==> src/rtl/afg_pkg.sv <==
package afg_pkg;

  typedef enum logic [1:0] {
    AFG_ADD = 2'b00,
    AFG_SUB = 2'b01,
    AFG_CMP = 2'b10,
    AFG_NOP = 2'b11
  } afg_op_e;

  // status word bit positions (decoded by downstream condition logic)
  localparam int CF_POS = 0;
  localparam int PF_POS = 2;
  localparam int ZF_POS = 6;
  localparam int SF_POS = 7;
  localparam int DF_POS = 10;
  localparam int OF_POS = 11;

  function automatic logic even_ones8(input logic [7:0] b);
    return ~(^b);
  endfunction

  function automatic logic is_arith_flag(input int pos);
    return (pos == CF_POS) || (pos == PF_POS) || (pos == ZF_POS) ||
           (pos == SF_POS) || (pos == OF_POS);
  endfunction

  function automatic logic signed_ovf(input logic is_sub, input logic a_s,
                                      input logic b_s, input logic r_s);
    if (is_sub) return (a_s != b_s) && (r_s != a_s);
    return (a_s == b_s) && (r_s != a_s);
  endfunction

endpackage

==> src/rtl/afg_addsub.sv <==
module afg_addsub #(
  parameter int W  = 32,
  parameter int NW = 16
) (
  input  logic         is_sub,
  input  logic         wide,
  input  logic [W-1:0] a,
  input  logic [W-1:0] b,
  output logic [W-1:0] res,
  output logic         carry,
  output logic         a_msb,
  output logic         b_msb,
  output logic         r_msb
);
  localparam logic [W-1:0] NARROW_MASK = {{(W-NW){1'b0}}, {NW{1'b1}}};

  logic [W-1:0] mask;
  logic [W-1:0] am, bm;
  logic [W:0]   ext;

  always_comb begin
    mask = wide ? '1 : NARROW_MASK;
    am   = a & mask;
    bm   = b & mask;
    if (is_sub) ext = {1'b0, am} - {1'b0, bm};
    else        ext = {1'b0, am} + {1'b0, bm};
    res   = ext[W-1:0] & mask;
    carry = wide ? ext[W] : ext[NW];
    a_msb = wide ? am[W-1]  : am[NW-1];
    b_msb = wide ? bm[W-1]  : bm[NW-1];
    r_msb = wide ? res[W-1] : res[NW-1];
  end
endmodule

==> src/rtl/afg_flag_gen.sv <==
module afg_flag_gen
  import afg_pkg::*;
#(
  parameter int W  = 32,
  parameter int FW = 32
) (
  input  logic          update,
  input  logic          is_sub,
  input  logic [W-1:0]  res,
  input  logic          carry,
  input  logic          a_msb,
  input  logic          b_msb,
  input  logic          r_msb,
  input  logic [FW-1:0] flags_in,
  output logic [FW-1:0] flags_out,
  output logic          ovf_evt,
  output logic          zero_evt
);
  logic [FW-1:0] fresh;

  assign ovf_evt  = signed_ovf(is_sub, a_msb, b_msb, r_msb);
  assign zero_evt = (res == '0);

  always_comb begin
    fresh         = '0;
    fresh[CF_POS] = carry;
    fresh[PF_POS] = even_ones8(res[7:0]);
    fresh[ZF_POS] = zero_evt;
    fresh[SF_POS] = r_msb;
    fresh[OF_POS] = ovf_evt;
  end

  for (genvar i = 0; i < FW; i++) begin : g_merge
    if (is_arith_flag(i)) begin : g_arith
      assign flags_out[i] = update ? fresh[i] : flags_in[i];
    end else begin : g_keep
      assign flags_out[i] = flags_in[i];
    end
  end
endmodule

==> src/rtl/afg_unit.sv <==
module afg_unit
  import afg_pkg::*;
#(
  parameter int W  = 32,
  parameter int NW = 16,
  parameter int FW = 32
) (
  input  logic          clk,
  input  logic          rst_n,
  input  logic          in_valid,
  input  logic [1:0]    in_op,
  input  logic          in_wide,
  input  logic [W-1:0]  in_a,
  input  logic [W-1:0]  in_b,
  input  logic [FW-1:0] in_flags,
  output logic          out_valid,
  output logic [W-1:0]  out_result,
  output logic          out_wr_en,
  output logic [FW-1:0] out_flags
);
  afg_op_e       op;
  logic          is_sub, is_arith, writes;
  logic [W-1:0]  sum;
  logic          carry, a_msb, b_msb, r_msb;
  logic [FW-1:0] flags_nx;
  logic          ovf_evt, zero_evt;
  afg_op_e       op_q;
  logic          wide_q;

  assign op       = afg_op_e'(in_op);
  assign is_sub   = (op == AFG_SUB) || (op == AFG_CMP);
  assign is_arith = (op != AFG_NOP);
  assign writes   = (op == AFG_ADD) || (op == AFG_SUB);

  afg_addsub #(.W(W), .NW(NW)) u_addsub (
    .is_sub(is_sub), .wide(in_wide), .a(in_a), .b(in_b),
    .res(sum), .carry(carry), .a_msb(a_msb), .b_msb(b_msb), .r_msb(r_msb)
  );

  afg_flag_gen #(.W(W), .FW(FW)) u_flags (
    .update(is_arith), .is_sub(is_sub), .res(sum), .carry(carry),
    .a_msb(a_msb), .b_msb(b_msb), .r_msb(r_msb), .flags_in(in_flags),
    .flags_out(flags_nx), .ovf_evt(ovf_evt), .zero_evt(zero_evt)
  );

  always_ff @(posedge clk or negedge rst_n) begin
    if (!rst_n) begin
      out_valid  <= 1'b0;
      out_result <= '0;
      out_wr_en  <= 1'b0;
      out_flags  <= '0;
      op_q       <= AFG_NOP;
      wide_q     <= 1'b0;
    end else begin
      out_valid <= in_valid;
      out_wr_en <= in_valid && writes;
      if (in_valid) begin
        out_result <= is_arith ? sum : '0;
        out_flags  <= flags_nx;
        op_q       <= op;
        wide_q     <= in_wide;
      end
    end
  end

  // compare never writes back
  p_cmp_no_write_r3: assert property (@(posedge clk) disable iff (!rst_n)
    (out_valid && op_q == AFG_CMP) |-> !out_wr_en);

  // strobe only with a valid answer
  p_wr_needs_valid_r10: assert property (@(posedge clk) disable iff (!rst_n)
    out_wr_en |-> out_valid);

  // idle input yields idle output
  p_idle_r10: assert property (@(posedge clk) disable iff (!rst_n)
    !in_valid |=> !out_valid);

  // direction bit passes through
  p_dir_kept_r8: assert property (@(posedge clk) disable iff (!rst_n)
    out_valid |-> out_flags[DF_POS] == $past(in_flags[DF_POS]));

  // zero flag agrees with the registered result
  p_zero_flag_r6: assert property (@(posedge clk) disable iff (!rst_n)
    (out_valid && op_q != AFG_NOP && out_flags[ZF_POS]) |-> out_result == '0);

  // narrow mode leaves the upper half clear
  p_narrow_upper_r9: assert property (@(posedge clk) disable iff (!rst_n)
    (out_valid && !wide_q) |-> out_result[W-1:NW] == '0);

  // reserved code leaves the status word alone
  p_nop_flags_r11: assert property (@(posedge clk) disable iff (!rst_n)
    (out_valid && op_q == AFG_NOP) |-> out_flags == $past(in_flags));

endmodule

==> config.mk <==
export PLATFORM = sky130hd
export DESIGN_NAME = afg_unit
export DESIGN_NICKNAME = d
export VERILOG_FILES = /design/src/rtl/afg_pkg.sv /design/src/rtl/afg_addsub.sv /design/src/rtl/afg_flag_gen.sv /design/src/rtl/afg_unit.sv
export SDC_FILE = /design/constraint.sdc
export NUM_CORES = 1
export LEC_CHECK = 0
export BUFFER_PORTS_ARGS = -buffer_cell sky130_fd_sc_hd__clkbuf_2
export CORE_UTILIZATION = 40
export CTS_BUF_LIST = sky130_fd_sc_hd__clkbuf_2 sky130_fd_sc_hd__clkbuf_4 sky130_fd_sc_hd__clkbuf_8
export CTS_CLUSTER_DIAMETER = 120
export DETAILED_ROUTE_END_ITERATION = 10
export PLACE_DENSITY = 0.77
export SYNTH_ARGS = -nofsm -noshare
export SYNTH_HDL_FRONTEND = slang
export SYNTH_SLANG_ARGS = --single-unit
==> constraint.sdc <==
create_clock -name clk -period 1.35 [get_ports clk]
set_clock_uncertainty 0.1 [all_clocks]
set_input_delay 0.0675 -clock clk [delete_from_list [all_inputs] [get_ports clk]]
set_output_delay 0.0675 -clock clk [all_outputs]
set_load 0.05 [all_outputs]
==> flow_summary_export.csv, run 1 <==
group,metric,value,unit
run_status,status,"complete, but fails checks",
run_status,violations,"negative setup slack",
setup_path,endpoint,"out_flags[7]$_DFFE_PN0P_",
setup_path,worstPathMaxFanout,4,
sta,drv_slew,0,
die,die_h,119,µm
routing,wirelength,22400,µm
cells_and_area,drive_above_1_share,58.0,%
power_and_ir_drop,ir_drop,0.515,mV
grt,antenna_found_initial,0,
setup_path,rrSetupSlack,-0.20,ns
power_and_ir_drop,finalPower,12500,µW
synthesis,synth_most_common_cell,"dfrtp_1",
clocking,cts_made_buffers,9,
synthesis,ys_warn_count,0,
synthesis,synth_cell_type_count,58,
power_and_ir_drop,p_per_area,1240,nW/µm²
routing,first_iter_violations,553,
synthesis,synth_edf_count,0,
placed_design,place_area,8170,µm²
die,ios,168,
synthesis,synth_top_cell_by_area,"dfrtp_1",
synthesis,syn-cell-area,5440,µm²
setup_path,reg2reg_from,"out_flags[6]$_DFFE_PN0P_",
synthesis,syn_area_per_cell,8.57,µm²
routing,ant_nets,0,
setup_path,r2r_end,"out_flags[6]$_DFFE_PN0P_",
sta,slew_headroom,51.6,%
grt,grt_max_degree,67,
cells_and_area,fill_cells,819,
clocking,clock_latency,0.33,ns
sta,fin_ws,-2.54,ns
grt,overflow,0,
die,initial_utilization,41.1,%
setup_path,crit_path_start_kind,"input port",
routing,vias,6749,
clocking,tritoncts,"done",
routing,first_pass_iters,6,
sta,max_freq,257,MHz
sta,hold_violations,0,
placed_design,gp_congestion,0.872,
setup_path,setup.worst_path.start,"in_b[4]",
job,maxCapViolations,0,
sta,period_share,288,%
clocking,cts.sinks,66,
cells_and_area,syn_to_final_growth,84.2,%
setup_path,rr_worst_depth,6,
sta,grt_setup_unrepaired,"yes",
routing,drc,0,
synthesis,synth_common_cells,"dfrtp_1, a21oi_1, inv_1",
die,design.die.area,14100,µm²
synthesis,synthTopCellsByArea,"dfrtp_1, ha_1, mux2_2",
setup_path,cp.required,1.48,ns
cells_and_area,insertedDiodeCount,0,
placed_design,post-dp-hpwl,13600,µm
synthesis,synth_flop_cell,"dfrtp_1",
clocking,cts_max_level,3,
grt,grt_pass1_vias,6370,
die,core,13200,µm²
sta,post-route-min-period,3.89,ns
sta,setup_viol,36,
setup_path,critPathKind,"in -> reg",
grt,grt_pass1_wl,31000,µm
power_and_ir_drop,p_leak,0.00487,µW
min_path,min_path_type,"in -> reg",
synthesis,synth-seq-cells,66,
grt,track_usage,27.5,%
placed_design,port_buffers,167,
die,fp-row-count,42,
placed_design,pre_cts_ws,-2.90,ns
setup_path,cp.arrival,4.02,ns
die,die_x,119,µm
clocking,clk_pin_slew,0.07,ns
routing,wl_per_cell,18.2,µm
cells_and_area,fin_nets,1189,
setup_path,cp-end-kind,"flop",
synthesis,synth_nets,778,
synthesis,async_reset_ff_share,100,%
routing,post_drt_via_cell_ratio,5.50,
sta,tightest_slew,0.717,ns
synthesis,synthCells,635,
synthesis,synth_top_area_share,30.3,%
clocking,cts_max_path_buffers,2,
cells_and_area,postLayoutCellArea,10000,µm²
clocking,cts_root_buf,"clkbuf_8",
synthesis,yosysSeqAreaShare,30.3,%
## worst min-delay path by stage
stage / from / to / slack [ns] / depth (start not counted)
after floorplan: rst_n / out_flags[0]$_DFFE_PN0P_ / -0.33 / 0
after global placement: rst_n / out_flags[18]$_DFFE_PN0P_ / 0.01 / 2
after detailed placement: rst_n / out_flags[13]$_DFFE_PN0P_ / 0.01 / 2
after CTS: in_flags[7] / out_flags[7]$_DFFE_PN0P_ / 0.006 / 3
after global routing: in_flags[7] / out_flags[7]$_DFFE_PN0P_ / 0.008 / 3
final: in_flags[7] / out_flags[7]$_DFFE_PN0P_ / 0.02 / 3
## power breakdown
group          switching (µW)  total [µW]  internal [µW]
sequential                197        2520           2320
clock                     690        1700           1010
combinational            4610        8250           3640
total                    5490       12500           6970
## layout by cell type, fill, tap and decap left out, drive strengths merged, types with 3 or more instances in the layout
cell,count
buf,236
clkbuf,177
dfrtp,66
a21oi,50
inv,47
nand2,45
nor2,40
ha,40
xnor2,34
mux2,33
dlygate4sd3,32
o21ai,27
o22ai,25
and2,19
xor2,17
a21o,11
nor2b,11
nor3,11
a31o,10
nand2b,9
nor4,9
nand3,9
nand4,8
o21a,8
a41o,6
and3,6
a21boi,5
o21bai,4
o211ai,4
a31oi,4
a211oi,4
o221ai,3
a221oi,3
o31ai,3
a41oi,3
o41ai,3
## metal layers
layer	wire length (µm)	vias up	global-route usage (%)
li1	-	3115	-
met1	9000	3181	33.9
met2	10900	352	49.2
met3	1430	101	4.05
met4	1010	0	7.99
met5	0	-	0
## kinds of logic after synthesis
logic type	synth area share, %
flip-flops	30.3
buffers and inverters	5.45
adder cells (fa/ha/maj)	9.56
AO/OA/AOI/OAI	22.8
AND/OR/NAND/NOR	16.6
XOR/XNOR	8.21
multiplexers	7.01
## cell type report
cell class | count | area, µm² | share of cell area [%]
multi-input combinational | 490 | 4640 | 46.2
clock inverter | 2 | 35.0 | 0.349
clock buffer | 13 | 173 | 1.72
inverter | 47 | 196 | 1.96
sequential | 66 | 1650 | 16.5
tap | 176 | 220 | 2.20
timing repair buffer | 432 | 3120 | 31.1
## state kept, by name, indices dropped and copies added (netlist names)
name        flops
out_result     32
out_valid       1
out_flags      32
out_wr_en       1
## repair_timing
action | CTS | global route
resized for setup | 127 | 77
setup buffers | 35 | 32
setup endpoints to repair | 36 | 36
hold buffers | 32 | 0
hold endpoints to repair | 97 | 0
pin swaps | 75 | 68
## critical path, cell delays in order
cell and delay, ns:
buf_8 0.10, nor3_4 0.23, nand2b_4 0.09, nor4b_4 0.31, nand3_2 0.15, buf_6 0.16, nor3_4 0.12, and3b_2 0.26
nor3_4 0.05, a221oi_2 0.19, o21ai_1 0.14, ha_2 0.32, and3_4 0.21, a221oi_2 0.22, a21bo_4 0.28, and3_4 0.16
nor4_4 0.30, nand2_1 0.13, mux2_4 0.28, mux2_4 0.26
## stage by stage
stage	setup TNS (ns)	instances	utilization [%]	hold slack [ns]
detailed placement	-69.67	1140	61.7	0.0123
global route	-60.95	1226	75.7	0.00751
floorplan	-52.31	635	-	-0.328
CTS	-50.75	1209	72.0	0.00580
finish	-57.84	1226	75.7	0.0241
global placement	-67.85	1140	61.7	0.0121
No activity file was read; power rests on OpenSTA's default activity.
==> run 2, diff against run 1 <==
--- a/config.mk
+++ b/config.mk
@@ -11,6 +11,7 @@
 export CTS_CLUSTER_DIAMETER = 120
 export DETAILED_ROUTE_END_ITERATION = 10
 export PLACE_DENSITY = 0.77
+export SKIP_LAST_GASP = 1
 export SYNTH_ARGS = -nofsm -noshare
 export SYNTH_HDL_FRONTEND = slang
 export SYNTH_SLANG_ARGS = --single-unit
==> run 2 against run 1 <==
The flow still finishes with violations (negative setup slack). Fmax is 1.6% higher. Wire length fell by 2.5%. Power is 1.1% lower. Worst hold slack got worse by 0.0054 ns. Critical path type unchanged.
==> flow_summary_export.csv, run 2 (synthesis gave the netlist of run 1 again) <==
group,metric,value,unit
die,ios,168,
power_and_ir_drop,p_leak,0.00488,µW
sta,grt_setup_unrepaired,"yes",
routing,first_pass_iters,6,
placed_design,port_buffers,167,
clocking,cts_max_level,3,
routing,post_drt_via_cell_ratio,5.42,
cells_and_area,syn_to_final_growth,83.9,%
setup_path,r2r_end,"out_flags[6]$_DFFE_PN0P_",
setup_path,cp-end-kind,"flop",
job,maxCapViolations,0,
setup_path,cp.arrival,3.97,ns
grt,track_usage,26.7,%
die,die_h,119,µm
setup_path,rrSetupSlack,-0.15,ns
power_and_ir_drop,p_per_area,1230,nW/µm²
setup_path,reg2reg_from,"out_flags[6]$_DFFE_PN0P_",
setup_path,crit_path_start_kind,"input port",
die,design.die.area,14100,µm²
clocking,cts_root_buf,"clkbuf_8",
setup_path,crit_buf_inv,2,
clocking,cts_max_path_buffers,2,
routing,vias,6613,
sta,fin_ws,-2.48,ns
power_and_ir_drop,finalPower,12300,µW
setup_path,worstPathMaxFanout,4,
cells_and_area,final_common_cell,"buf_4",
sta,setup_viol,36,
sta,period_share,284,%
run_status,violations,"negative setup slack",
clocking,cts_made_buffers,9,
routing,drc,0,
die,initial_utilization,41.1,%
setup_path,crit_chain,"buf_8 > nor3_4 > nand2b_4 > nor4b_4 > nand3_2 > a21oi_2 > buf_6 > nor2_1 > xor2_1 > ha_1 > a211oi_2 > o21ai_2 > a21o_1 > a311oi_4 > nor2_2 > o21a_1 > nor4_4 > nand2_1 > mux2_4 > mux2_4",
setup_path,critPathKind,"in -> reg",
grt,grt_pass1_wl,30400,µm
setup_path,rr_worst_depth,6,
setup_path,cp.required,1.49,ns
cells_and_area,drive_above_1_share,58.3,%
grt,use_met2,46.9,%
setup_path,crit_path_top_delay_cell,"a311oi_4",
sta,hold_violations,0,
die,core,13200,µm²
placed_design,post-dp-hpwl,13600,µm
clocking,cts.sinks,66,
min_path,whs_endpoint,"out_flags[7]$_DFFE_PN0P_",
sta,drv_slew,0,
die,fp-row-count,42,
clocking,clock_latency,0.34,ns
setup_path,cp_top_family,"compound AO/OA/AOI/OAI gates",
grt,overflow,0,
setup_path,cpPeakStageDelay,0.36,ns
routing,ant_nets,0,
min_path,hp-start,"in_flags[7]",
cells_and_area,fin_nets,1184,
power_and_ir_drop,ir_drop,0.494,mV
run_status,status,"complete, but fails checks",
cells_and_area,fin_util,75.6,%
min_path,min_path_cells,3,
routing,wl_per_cell,17.9,µm
clocking,clk_pin_slew,0.07,ns
min_path,min_path_type,"in -> reg",
sta,post-route-min-period,3.83,ns
routing,first_iter_violations,450,
sta,max_freq,261,MHz
placed_design,gp_congestion,0.872,
cells_and_area,largest_registers,"out_flags: 32 flops, out_result: 32 flops",
routing,wirelength,21800,µm
grt,grt_max_degree,67,
grt,antenna_found_initial,0,
sta,tightest_slew,0.614,ns
grt,grt_use_met3,3.76,%
grt,grt_pass1_vias,6300,
grt,grtUsageMet1,34.0,%
die,die_x,119,µm
grt,grt.busiest_layer,"met2",
setup_path,path_common_cell,"mux2_4",
cells_and_area,insertedDiodeCount,0,
cells_and_area,mostFrequentLayoutCells,"buf_4, clkbuf_2, dfrtp_1",
sta,slew_headroom,58.6,%
clocking,tritoncts,"done",
-- run 2: changes by cell type in the layout (fill, tap and decap cells not counted), sizes merged --
cell  delta
buf      -5
-- run 2: layout make-up --
type / count / area [µm²]
flip-flops and latches: 66 / 1650
fillers: 829 / 3230
multi-input cells: 490 / 4640
well taps: 176 / 220
clock inverters: 2 / 35.0
clock buffers: 13 / 173
inverters: 47 / 196
repair buffers: 427 / 3090
-- run 2: tightest hold or removal path: cells and delay by family --
family                 cells  cell delay, ns
muxes                      2            0.27
buffers and inverters      1            0.10
-- run 2: worst max path at each step --
stage	startpoint	to	slack [ns]	cells after the start
4_1_cts	in_b[3]	out_flags[7]$_DFFE_PN0P_	-2.30	21
3_3_place_gp	in_b[4]	out_flags[7]$_DFFE_PN0P_	-2.82	21
5_1_grt	in_b[18]	out_flags[7]$_DFFE_PN0P_	-2.63	19
6_report	in_b[4]	out_flags[7]$_DFFE_PN0P_	-2.48	20
3_5_place_dp	in_b[4]	out_flags[11]$_DFFE_PN0P_	-2.90	22
2_1_floorplan	in_b[4]	out_flags[7]$_DFFE_PN0P_	-2.61	17
-- run 2: power breakdown --
| group | internal, µW | switching [µW] |
|---|---|---|
| logic | 3600 | 4500 |
| registers | 2320 | 196 |
| clock network | 1010 | 700 |
-- run 2: metal layers --
| metal | vias up | share of wire (%) |
|---|---|---|
| met3 | 65 | 5.4 |
| met5 | - | 0 |
| met1 | 3142 | 41 |
| met4 | 0 | 3.9 |
| li1 | 3115 | - |
| met2 | 291 | 50 |
-- run 2: per-stage QoR --
stage                     instances  setup WS, ns  instance area, µm²  TNS, ns  hold slack, ns
final                          1221         -2.48               10000   -55.73          0.0187
after global routing           1221         -2.63               10000   -59.14         0.00468
after CTS                      1209         -2.30                9450   -51.21         0.00580
after detailed placement       1140         -2.90                8170   -69.67          0.0123
after global placement         1140         -2.82                8170   -67.85          0.0121
after floorplan                 635         -2.61                5790   -52.31          -0.328
-- run 2: timing repair --
action                                 4_1_cts  5_1_grt
setup buffers                               35       28
pin swaps                                   71       88
endpoints found under the hold margin       97        0
hold buffers                                32        0
resized for setup                          108       99
setup endpoints to repair                   36       36
==> run 3, diff against run 2 <==
--- a/config.mk
+++ b/config.mk
@@ -6,6 +6,7 @@
 export NUM_CORES = 1
 export LEC_CHECK = 0
 export BUFFER_PORTS_ARGS = -buffer_cell sky130_fd_sc_hd__clkbuf_2
+export CORE_MARGIN = 5
 export CORE_UTILIZATION = 40
 export CTS_BUF_LIST = sky130_fd_sc_hd__clkbuf_2 sky130_fd_sc_hd__clkbuf_4 sky130_fd_sc_hd__clkbuf_8
 export CTS_CLUSTER_DIAMETER = 120
==> run 3 against run 2 <==
The run still ends with negative setup slack left. Power is 0.99% higher. Critical endpoint is now out_flags[6]$_DFFE_PN0P_. Highest routed layer unchanged. Sequential power barely moved. Critical path depth grew 1. Global-route usage down 2.8 points. Flip-flop and latch count did not move. Die area increased by 14%. Sequential share of layout area increased by 0.072 points. Worst hold slack worse by 0.013 ns. Wire length grew 1.1%. Register-to-register slack got worse by 0.15 ns. Critical path type unchanged.
==> flow_summary_export.csv, run 3 (synthesis gave the netlist of run 1 again) <==
group,metric,value,unit
job,maxCapViolations,0,
sta,post-route-min-period,3.91,ns
die,ios,168,
sta,hold_violations,0,
setup_path,reg2reg_from,"out_flags[6]$_DFFE_PN0P_",
power_and_ir_drop,finalPower,12400,µW
sta,grt_setup_unrepaired,"yes",
power_and_ir_drop,p_sw_share,43.7,%
sta,setup_viol,36,
placed_design,port_buffers,167,
setup_path,endpoint,"out_flags[6]$_DFFE_PN0P_",
sta,tightest_slew,0.473,ns
routing,ant_nets,0,
setup_path,rr_worst_depth,6,
cells_and_area,fill_cells,813,
clocking,cts.sinks,66,
grt,track_usage,24.0,%
die,fp-row-count,42,
setup_path,cp.arrival,4.08,ns
power_and_ir_drop,ir_drop,0.563,mV
placed_design,pre_cts_ws,-2.94,ns
die,die_h,127,µm
power_and_ir_drop,internal_power,7010,µW
cells_and_area,largest_registers,"out_flags: 32 flops, out_result: 32 flops",
setup_path,rrSetupSlack,-0.30,ns
setup_path,setup.worst_path.start,"in_b[4]",
power_and_ir_drop,p_per_area,1250,nW/µm²
setup_path,cp-end-kind,"flop",
setup_path,crit_path_start_kind,"input port",
sta,max_freq,256,MHz
routing,wirelength,22000,µm
setup_path,critPathKind,"in -> reg",
routing,first_iter_violations,500,
setup_path,r2r_end,"out_flags[6]$_DFFE_PN0P_",
cells_and_area,insertedDiodeCount,0,
die,die_x,127,µm
die,initial_utilization,40.9,%
sta,slew_headroom,68.0,%
cells_and_area,fin_nets,1195,
setup_path,worstPathMaxFanout,4,
cells_and_area,mostFrequentLayoutCells,"buf_4, clkbuf_2, dfrtp_1",
clocking,cts_max_level,3,
grt,grt_pass1_wl,31800,µm
power_and_ir_drop,p_comb_share,65.4,%
grt,antenna_found_initial,0,
run_status,violations,"negative setup slack",
run_status,status,"complete, but fails checks",
routing,drc,0,
setup_path,cp.required,1.52,ns
routing,first_pass_iters,7,
cells_and_area,fin_util,75.0,%
routing,post_drt_via_cell_ratio,5.38,
placed_design,gp_congestion,0.882,
sta,drv_slew,0,
clocking,clock_latency,0.33,ns
die,core,13300,µm²
routing,wl_per_cell,17.9,µm
power_and_ir_drop,seqPwrFrac,20.3,%
power_and_ir_drop,switchingPower,5440,µW
power_and_ir_drop,clkPwrFrac,14.3,%
grt,grt_max_degree,67,
cells_and_area,syn_to_final_growth,83.1,%
cells_and_area,final_common_cell,"buf_4",
clocking,tritoncts,"done",
grt,overflow,0,
routing,vias,6631,
clocking,cts_max_path_buffers,2,
sta,fin_ws,-2.56,ns
clocking,cts_root_buf,"clkbuf_8",
min_path,min_path_type,"in -> reg",
clocking,cts_made_buffers,9,
sta,period_share,290,%
grt,grt_pass1_vias,6469,
placed_design,post-dp-hpwl,14200,µm
power_and_ir_drop,p_leak,0.00488,µW
cells_and_area,drive_above_1_share,57.0,%
die,design.die.area,16000,µm²
clocking,clk_pin_slew,0.07,ns
run 3: cell count changes in the layout (fill, tap and decap cells not counted), sizes merged:
cell and change:
clkinvlp +2, bufinv +1, clkbuf -5, dlygate4sd3 +1, buf +11, clkinv +2
run 3: power by group through the flow:
stage | combinational (µW) | clock (µW) | sequential, µW
detailed placement | 6310 | 0 | 2550
global route | 8540 | 1900 | 2560
floorplan | 2630 | 0 | 3750
CTS | 7150 | 1830 | 2520
finish | 8140 | 1780 | 2530
global placement | 6220 | 0 | 2530
run 3: worst max-delay path, cell delays in order:
cell and delay [ns]:
buf_8 0.10, nor3_4 0.22, nand2b_4 0.11, nor4b_4 0.36
nand3_2 0.18, buf_4 0.18, nor3_2 0.12, and3b_1 0.20
nor3_1 0.05, a221oi_1 0.19, o21ai_1 0.11, ha_1 0.37
and3_4 0.20, a221oi_2 0.23, a21bo_4 0.29, buf_12 0.13
a21oi_4 0.14, xnor2_2 0.15, o311ai_1 0.13, o41a_1 0.43
o21ai_1 0.12
run 3: how the worst min path moves through the flow:
stage               slack [ns]                   endpoint  cells past startpoint  startpoint
finish                   0.006        out_wr_en$_DFF_PN0_                      4    in_op[0]
CTS                      0.009        out_wr_en$_DFF_PN0_                      4    in_op[0]
floorplan                -0.33   out_flags[0]$_DFFE_PN0P_                      0       rst_n
global placement         0.003  out_flags[14]$_DFFE_PN0P_                      2       rst_n
detailed placement        0.01  out_flags[14]$_DFFE_PN0P_                      2       rst_n
global route             0.007        out_wr_en$_DFF_PN0_                      4    in_op[0]
run 3: what timing repair did:
| action | in CTS | in global routing |
|---|---|---|
| setup buffers | 26 | 26 |
| gates resized for setup | 92 | 81 |
| cloned | 0 | 0 |
| pin swaps | 52 | 77 |
| hold buffers | 33 | 0 |
| endpoints found under the hold margin | 98 | 0 |
| setup endpoints to repair | 36 | 36 |
run 3: per-stage QoR:
step	hold slack [ns]	area, µm²	instances	TNS, ns
floorplan	-0.328	5790	635	-52.31
global placement	0.00320	8210	1144	-67.92
detailed placement	0.0148	8210	1144	-69.82
CTS	0.00890	9420	1215	-52.49
global route	0.00703	9970	1233	-62.78
finish	0.00598	9970	1233	-59.19
run 3: layout make-up:
type | count | area, µm² | area share [%]
flip-flops and latches | 66 | 1650 | 16.6
clock inverters | 7 | 93.8 | 0.941
well taps | 176 | 220 | 2.21
multi-input cells | 490 | 4480 | 45.0
inverters | 47 | 194 | 1.95
clock buffers | 9 | 124 | 1.24
repair buffers | 438 | 3200 | 32.1
run 3: routing by layer:
metal	global-route usage (%)	part of all wire, %	up-vias
li1	-	-	3132
met4	7.13	2.8	0
met3	3.95	6.4	68
met5	0	0	-
met2	40.9	49	322
met1	31.3	42	3109
